`src/rtl/addr_pkt_rx_pkg.sv`:
```
package addr_pkt_rx_pkg;

  localparam int CHAR_W = 8;

  // One received character: address flag plus data.
  typedef struct packed {
    logic              flag;
    logic [CHAR_W-1:0] data;
  } rx_char_t;

  typedef enum logic [1:0] {
    LN_IDLE,
    LN_START,
    LN_BITS,
    LN_STOP
  } line_state_e;

  typedef enum logic {
    AS_HUNT,
    AS_FILL
  } asm_state_e;

endpackage

```
`src/rtl/sr_char_rx.sv`:
```
module sr_char_rx
  import addr_pkt_rx_pkg::*;
#(
  parameter int OVS      = 16,
  parameter int TICK_DIV = 1
) (
  input  logic     clk_i,
  input  logic     rst_ni,
  input  logic     rx_i,
  output logic     char_vld_o,
  output rx_char_t char_o,
  output logic     stop_err_o
);

  localparam int NBITS = CHAR_W + 1;
  localparam int OC_W  = (OVS > 1) ? $clog2(OVS) : 1;
  localparam int BI_W  = $clog2(NBITS);
  localparam int DIV_W = (TICK_DIV > 1) ? $clog2(TICK_DIV) : 1;
  localparam logic [OC_W-1:0] MID  = OC_W'(OVS / 2 - 1);
  localparam logic [OC_W-1:0] LAST = OC_W'(OVS - 1);

  logic tick;

  generate
    if (TICK_DIV > 1) begin : g_div
      logic [DIV_W-1:0] div_q;
      always_ff @(posedge clk_i or negedge rst_ni) begin
        if (!rst_ni) div_q <= '0;
        else if (div_q == DIV_W'(TICK_DIV - 1)) div_q <= '0;
        else div_q <= div_q + 1'b1;
      end
      assign tick = (div_q == DIV_W'(TICK_DIV - 1));
    end else begin : g_nodiv
      assign tick = 1'b1;
    end
  endgenerate

  // Two-stage synchroniser, idle high.
  logic [1:0] sync_q;
  logic       rx_s;

  always_ff @(posedge clk_i or negedge rst_ni) begin
    if (!rst_ni) sync_q <= 2'b11;
    else         sync_q <= {sync_q[0], rx_i};
  end
  assign rx_s = sync_q[1];

  line_state_e      st_q;
  logic [OC_W-1:0]  oc_q;
  logic [BI_W-1:0]  bi_q;
  logic [NBITS-1:0] sh_q;
  logic             vld_q, err_q;

  always_ff @(posedge clk_i or negedge rst_ni) begin
    if (!rst_ni) begin
      st_q  <= LN_IDLE;
      oc_q  <= '0;
      bi_q  <= '0;
      sh_q  <= '0;
      vld_q <= 1'b0;
      err_q <= 1'b0;
    end else begin
      vld_q <= 1'b0;
      err_q <= 1'b0;
      unique case (st_q)
        LN_IDLE: begin
          if (!rx_s) begin
            st_q <= LN_START;
            oc_q <= '0;
          end
        end
        LN_START: begin
          if (tick) begin
            if (oc_q == MID) begin
              oc_q <= '0;
              bi_q <= '0;
              st_q <= rx_s ? LN_IDLE : LN_BITS;
            end else begin
              oc_q <= oc_q + 1'b1;
            end
          end
        end
        LN_BITS: begin
          if (tick) begin
            if (oc_q == LAST) begin
              oc_q <= '0;
              sh_q <= {rx_s, sh_q[NBITS-1:1]};
              if (bi_q == BI_W'(NBITS - 1)) st_q <= LN_STOP;
              else                          bi_q <= bi_q + 1'b1;
            end else begin
              oc_q <= oc_q + 1'b1;
            end
          end
        end
        LN_STOP: begin
          if (tick) begin
            if (oc_q == LAST) begin
              oc_q <= '0;
              st_q <= LN_IDLE;
              if (rx_s) vld_q <= 1'b1;
              else      err_q <= 1'b1;
            end else begin
              oc_q <= oc_q + 1'b1;
            end
          end
        end
        default: st_q <= LN_IDLE;
      endcase
    end
  end

  assign char_vld_o  = vld_q;
  assign stop_err_o  = err_q;
  assign char_o.flag = sh_q[NBITS-1];
  assign char_o.data = sh_q[CHAR_W-1:0];

endmodule

```
`src/rtl/pkt_assembler.sv`:
```
module pkt_assembler
  import addr_pkt_rx_pkg::*;
#(
  parameter int DATA_BYTES = 16,
  parameter int NODE_ADDR  = 1
) (
  input  logic                       clk_i,
  input  logic                       rst_ni,
  input  logic                       char_vld_i,
  input  rx_char_t                   char_i,
  input  logic                       stop_err_i,
  input  logic                       pkt_ready_i,
  output logic                       pkt_valid_o,
  output logic [DATA_BYTES*CHAR_W-1:0] pkt_data_o,
  output logic                       accept_o
);

  localparam int PKT_W = DATA_BYTES * CHAR_W;
  localparam int CNT_W = (DATA_BYTES > 1) ? $clog2(DATA_BYTES) : 1;
  localparam logic [CNT_W-1:0]  LAST_IDX = CNT_W'(DATA_BYTES - 1);
  localparam logic [CHAR_W-1:0] MY_ADDR  = CHAR_W'(NODE_ADDR);

  asm_state_e       st_q;
  logic [CNT_W-1:0] cnt_q;
  logic [PKT_W-1:0] fill_q, fill_next;
  logic [PKT_W-1:0] out_q;
  logic             out_vld_q, acc_q;
  logic             slot_free;

  always_comb begin
    fill_next = fill_q;
    fill_next[int'(cnt_q)*CHAR_W +: CHAR_W] = char_i.data;
  end

  assign slot_free = !out_vld_q || pkt_ready_i;

  always_ff @(posedge clk_i or negedge rst_ni) begin
    if (!rst_ni) begin
      st_q      <= AS_HUNT;
      cnt_q     <= '0;
      fill_q    <= '0;
      out_q     <= '0;
      out_vld_q <= 1'b0;
      acc_q     <= 1'b0;
    end else begin
      acc_q <= 1'b0;
      if (out_vld_q && pkt_ready_i) out_vld_q <= 1'b0;
      if (stop_err_i) begin
        st_q  <= AS_HUNT;
        cnt_q <= '0;
      end else if (char_vld_i) begin
        if (char_i.flag) begin
          st_q  <= (char_i.data == MY_ADDR) ? AS_FILL : AS_HUNT;
          cnt_q <= '0;
        end else if (st_q == AS_FILL) begin
          fill_q <= fill_next;
          if (cnt_q == LAST_IDX) begin
            st_q  <= AS_HUNT;
            cnt_q <= '0;
            if (slot_free) begin
              out_q     <= fill_next;
              out_vld_q <= 1'b1;
              acc_q     <= 1'b1;
            end
          end else begin
            cnt_q <= cnt_q + 1'b1;
          end
        end
      end
    end
  end

  assign pkt_valid_o = out_vld_q;
  assign pkt_data_o  = out_q;
  assign accept_o    = acc_q;

endmodule

```
`src/rtl/link_watchdog.sv`:
```
module link_watchdog #(
  parameter int TIMEOUT_CYCLES = 25000
) (
  input  logic clk_i,
  input  logic rst_ni,
  input  logic reload_i,
  output logic expired_o
);

  localparam int W = $clog2(TIMEOUT_CYCLES + 1);
  localparam logic [W-1:0] LIMIT = W'(TIMEOUT_CYCLES);

  logic [W-1:0] cnt_q;

  // Starts expired so the drive stays off until the link is proven.
  always_ff @(posedge clk_i or negedge rst_ni) begin
    if (!rst_ni)             cnt_q <= LIMIT;
    else if (reload_i)       cnt_q <= '0;
    else if (cnt_q != LIMIT) cnt_q <= cnt_q + 1'b1;
  end

  assign expired_o = (cnt_q == LIMIT);

endmodule

```
`src/rtl/addr_pkt_rx.sv`:
```
module addr_pkt_rx
  import addr_pkt_rx_pkg::*;
#(
  parameter int OVS            = 16,
  parameter int TICK_DIV       = 1,
  parameter int DATA_BYTES     = 16,
  parameter int NODE_ADDR      = 1,
  parameter int TIMEOUT_CYCLES = 25000
) (
  input  logic                         clk_i,
  input  logic                         rst_ni,
  input  logic                         rx_i,
  output logic                         pkt_valid_o,
  input  logic                         pkt_ready_i,
  output logic [DATA_BYTES*CHAR_W-1:0] pkt_data_o,
  output logic                         failsafe_o
);

  localparam int PKT_W = DATA_BYTES * CHAR_W;

  logic     char_vld;
  rx_char_t char_w;
  logic     stop_err;
  logic     pkt_accept;

  sr_char_rx #(
    .OVS      (OVS),
    .TICK_DIV (TICK_DIV)
  ) u_char_rx (
    .clk_i      (clk_i),
    .rst_ni     (rst_ni),
    .rx_i       (rx_i),
    .char_vld_o (char_vld),
    .char_o     (char_w),
    .stop_err_o (stop_err)
  );

  pkt_assembler #(
    .DATA_BYTES (DATA_BYTES),
    .NODE_ADDR  (NODE_ADDR)
  ) u_asm (
    .clk_i       (clk_i),
    .rst_ni      (rst_ni),
    .char_vld_i  (char_vld),
    .char_i      (char_w),
    .stop_err_i  (stop_err),
    .pkt_ready_i (pkt_ready_i),
    .pkt_valid_o (pkt_valid_o),
    .pkt_data_o  (pkt_data_o),
    .accept_o    (pkt_accept)
  );

  link_watchdog #(
    .TIMEOUT_CYCLES (TIMEOUT_CYCLES)
  ) u_wdog (
    .clk_i     (clk_i),
    .rst_ni    (rst_ni),
    .reload_i  (pkt_accept),
    .expired_o (failsafe_o)
  );

endmodule

```
`config.mk`:
```
export PLATFORM = sky130hd
export DESIGN_NAME = addr_pkt_rx
export DESIGN_NICKNAME = d
export VERILOG_FILES = /design/src/rtl/addr_pkt_rx_pkg.sv /design/src/rtl/sr_char_rx.sv /design/src/rtl/pkt_assembler.sv /design/src/rtl/link_watchdog.sv /design/src/rtl/addr_pkt_rx.sv
export SDC_FILE = /design/constraint.sdc
export NUM_CORES = 1
export LEC_CHECK = 0
export BUFFER_PORTS_ARGS = -buffer_cell sky130_fd_sc_hd__buf_2
export CAP_MARGIN = 30
export CORE_MARGIN = 2
export CORE_UTILIZATION = 35
export DETAILED_ROUTE_END_ITERATION = 6
export PLACE_DENSITY = 0.58
export SETUP_SLACK_MARGIN = 0.2
export SYNTH_ARGS = -nofsm -noshare
export SYNTH_HDL_FRONTEND = slang
export SYNTH_SLANG_ARGS = --single-unit
```
`constraint.sdc`:
```
create_clock -name clk_i -period 6.75 [get_ports clk_i]
set_input_delay 0.3375 -clock clk_i [delete_from_list [all_inputs] [get_ports clk_i]]
set_output_delay 0.3375 -clock clk_i [all_outputs]
set_load 0.05 [all_outputs]
```
==> reports/metrics.cfg <==
[grt]
overflow = 0
antenna_found_initial = 0
track_usage_pct = 17.2
grt_pass1_vias = 9418
grt_start_max_net_pins = 170
grt_pass1_wl_mm = 53.5

[die]
ios = 134
die-area_um2 = 40000
die-width_um = 200
die-height_um = 200
fp-row-count = 71
coreArea_um2 = 37800
start_util_pct = 35.6

[clocking]
cts_setup_buffers = 0
cts_root_buffer = clkbuf_16
cts_tree = done
cts-buffers-inserted = 34
h-tree-depth = 2
clockBufferDepth = 3
cts_sinks = 301
clk_pin_slew_ps = 60
insertion_delay_ps = 510

[route]
via_count = 9641
final_antenna_net_count = 0
wl_per_cell_um = 17.8
totalWireLength_mm = 34.0
firstDrtPassIters = 5
avgViaCountPerCell = 5.05
drc = 0
drtIter0Drc = 588

[yosys]
synthFlopType = dfrtp_1
synth_cell_types = 49
synth.area.top_cells = dfrtp_1, mux2i_1, mux2_2
ys_warn_count = 0
async_flop_share_pct = 100
yosysTopAreaCellShare_pct = 54.6
ys_ff_latch = 301
synth-edff-count = 0
synth_area_um2 = 13400
yosysSeqAreaShare_pct = 56.1
syn-num-nets = 1288
yosysTopAreaCell = dfrtp_1
syn-mean-instance-area_um2 = 10.5
syn_inst = 1274

[placement]
dpl-instance-area_um2 = 14600
place_congestion = 0.772
dp_hpwl_mm = 22.9
portBuffers = 133
dp_slack_ps = 2770

[sta]
fin_crit_sh_pct = 60.2
rsz0062_at_grt = false
tns_ps = 0
setup_ws_ps = 2680
timing.final.hold_violations = 44
whs_ps = -35.8
period_needed_ps = 4070
finalClockSkew_ps = 20.9
drv_slew = 0
tightest_slew_ps = 1000
fmax_mhz = 246
setup_violations = 0
maxSlewHeadroom_pct = 33.2

[setup_path]
crit_buf_inv = 1
r2r-end = u_asm.fill_q[52]$_DFFE_PN0P_
arrival_ps = 4450
cp_cell_sequence = inv_1 > ha_1 > nor2b_1 > nand2_1 > a21oi_2 > nand3_1 > mux2_2
slowest_delay_ps = 760
criticalPathCategory = flop to flop
worstSetupEndpointType = flop
path_max_fanout = 23
crit_path_top_delay_cell = ha_1
startpoint_type = flop
r2r-start = u_asm.cnt_q[0]$_DFFE_PN0P_
critPathTopFamily = simple AND/OR/NAND/NOR gates
reg2regPathDepth = 7
required_ps = 7130
rrSetupSlack_ps = 2680

[finish]
stdcell_area_um2 = 15700
syn_to_final_growth_pct = 16.7
n_fill_cell = 3677
diodes = 0
final_util_pct = 41.5
multi_input_area_um2 = 5520
fin_nets = 1389
register_area_um2 = 7540
drive_above_1_share_pct = 21.0

[run_status]
violations = hold timing
status = finished, violations left

[power]
power_density_nw_per_um2 = 239
leakage_nw = 7.59
vdd_drop_max_mv = 0.134

[hold_path]
hold_class = input pin to asynchronous set/reset pin

[run]
max_cap_viol_count = 0

[metrics by stage]
stage,total power [mW],std cells
after floorplan,1.92,1274
after detailed placement,1.97,1847
after global routing,3.88,1908
final,3.75,1908
after CTS,3.80,1906
after global placement,1.97,1845
[repair_timing]
action | 4_1_cts | 5_1_grt
resized for setup | 0 | 0
hold buffers | 1 | 0
endpoints found under the hold margin | 1 | 0
[where the power goes]
part	internal [mW]	switching, mW
Sequential	1.82	0.0242
Clock	1.10	0.709
Combinational	0.0283	0.0615
Total	2.95	0.795
[worst register-to-register path, delay by kind of cell (launching register included)]
family	cells	cell delay [ps]
buf+inv	1	210
simple gates	3	1220
fa+ha+maj	1	760
flops	1	700
mux	1	420
compound gates	1	620
[registers in the layout (all words and copies together) (netlist names), named ones only]
signal / flops
u_char_rx.sync_q: 2
u_asm.st_q: 1
u_char_rx.stop_err_o: 1
u_asm.cnt_q: 4
u_asm.pkt_valid_o: 1
u_wdog.cnt_q: 15
u_char_rx.char_o: 9
u_asm.pkt_data_o: 128
u_char_rx.char_vld_o: 1
u_char_rx.st_q: 1
u_char_rx.bi_q: 4
u_asm.fill_q: 128
u_asm.accept_o: 1
u_char_rx.oc_q: 4
[layout by cell type, fill, tap and decap left out, types with 25 or more instances in the layout]
cell type / n
dfrtp_1: 293
nand2_1: 174
o21ai_0: 168
buf_2: 132
mux2i_1: 96
nor2_1: 86
mux2_2: 82
nand3_1: 50
clkbuf_16: 35
a31oi_1: 33
a21oi_1: 25
[cell families (layout without fill, tap and decap cells)]
group / count (synthesis) / count (layout) / share of synthesized area, %
adder cells (fa/ha/maj): 10 / 10 / 0.931
AND/OR/NAND/NOR: 418 / 418 / 14.7
buffers and inverters: 102 / 225 / 3.02
AO/OA/AOI/OAI: 250 / 250 / 10.1
XOR/XNOR: 14 / 14 / 0.912
flip-flops: 301 / 301 / 56.1
multiplexers: 179 / 179 / 14.1
[area by class of cell]
| class | count | area share [%] |
|---|---|---|
| multi-input combinational | 871 | 35.2 |
| clock inverter | 6 | 0.534 |
| clock buffer | 52 | 6.44 |
| tap | 511 | 4.08 |
| inverter | 23 | 0.550 |
| sequential | 301 | 48.1 |
| timing repair buffer | 144 | 5.14 |
[synth_stat cells, types with 8 or more instances]
master / number
a21oi_1: 25
a31oi_1: 33
and2_1: 11
and3_1: 21
buf_2: 12
clkbuf_1: 63
dfrtp_1: 293
dfstp_2: 8
ha_1: 10
inv_1: 22
mux2_2: 82
mux2i_1: 96
nand2_1: 174
nand2b_1: 10
nand3_1: 51
nand4_1: 16
nor2_1: 86
o211ai_1: 11
o21ai_0: 168
or3_1: 19
[metal layers]
metal	global-route usage [%]	vias up	wire length, um
met4	4.72	0	714
met2	27.6	195	15800
met1	23.5	4747	15600
met3	3.70	56	1870
met5	0	-	0
li1	-	4643	-
[worst max-delay path by stage]
stage	depth (start not counted)	to	slack, ps	startpoint
detailed placement	7	u_asm.fill_q[84]$_DFFE_PN0P_	2770	u_asm.cnt_q[0]$_DFFE_PN0P_
finish	7	u_asm.fill_q[52]$_DFFE_PN0P_	2680	u_asm.cnt_q[0]$_DFFE_PN0P_
global placement	7	u_asm.fill_q[86]$_DFFE_PN0P_	2980	u_asm.cnt_q[0]$_DFFE_PN0P_
global route	7	u_asm.fill_q[52]$_DFFE_PN0P_	2330	u_asm.cnt_q[0]$_DFFE_PN0P_
floorplan	9	u_asm.fill_q[98]$_DFFE_PN0P_	4070	u_asm.cnt_q[0]$_DFFE_PN0P_
CTS	7	u_asm.fill_q[52]$_DFFE_PN0P_	2710	u_asm.cnt_q[0]$_DFFE_PN0P_
Note: power is estimated with default switching activity, not from simulation.
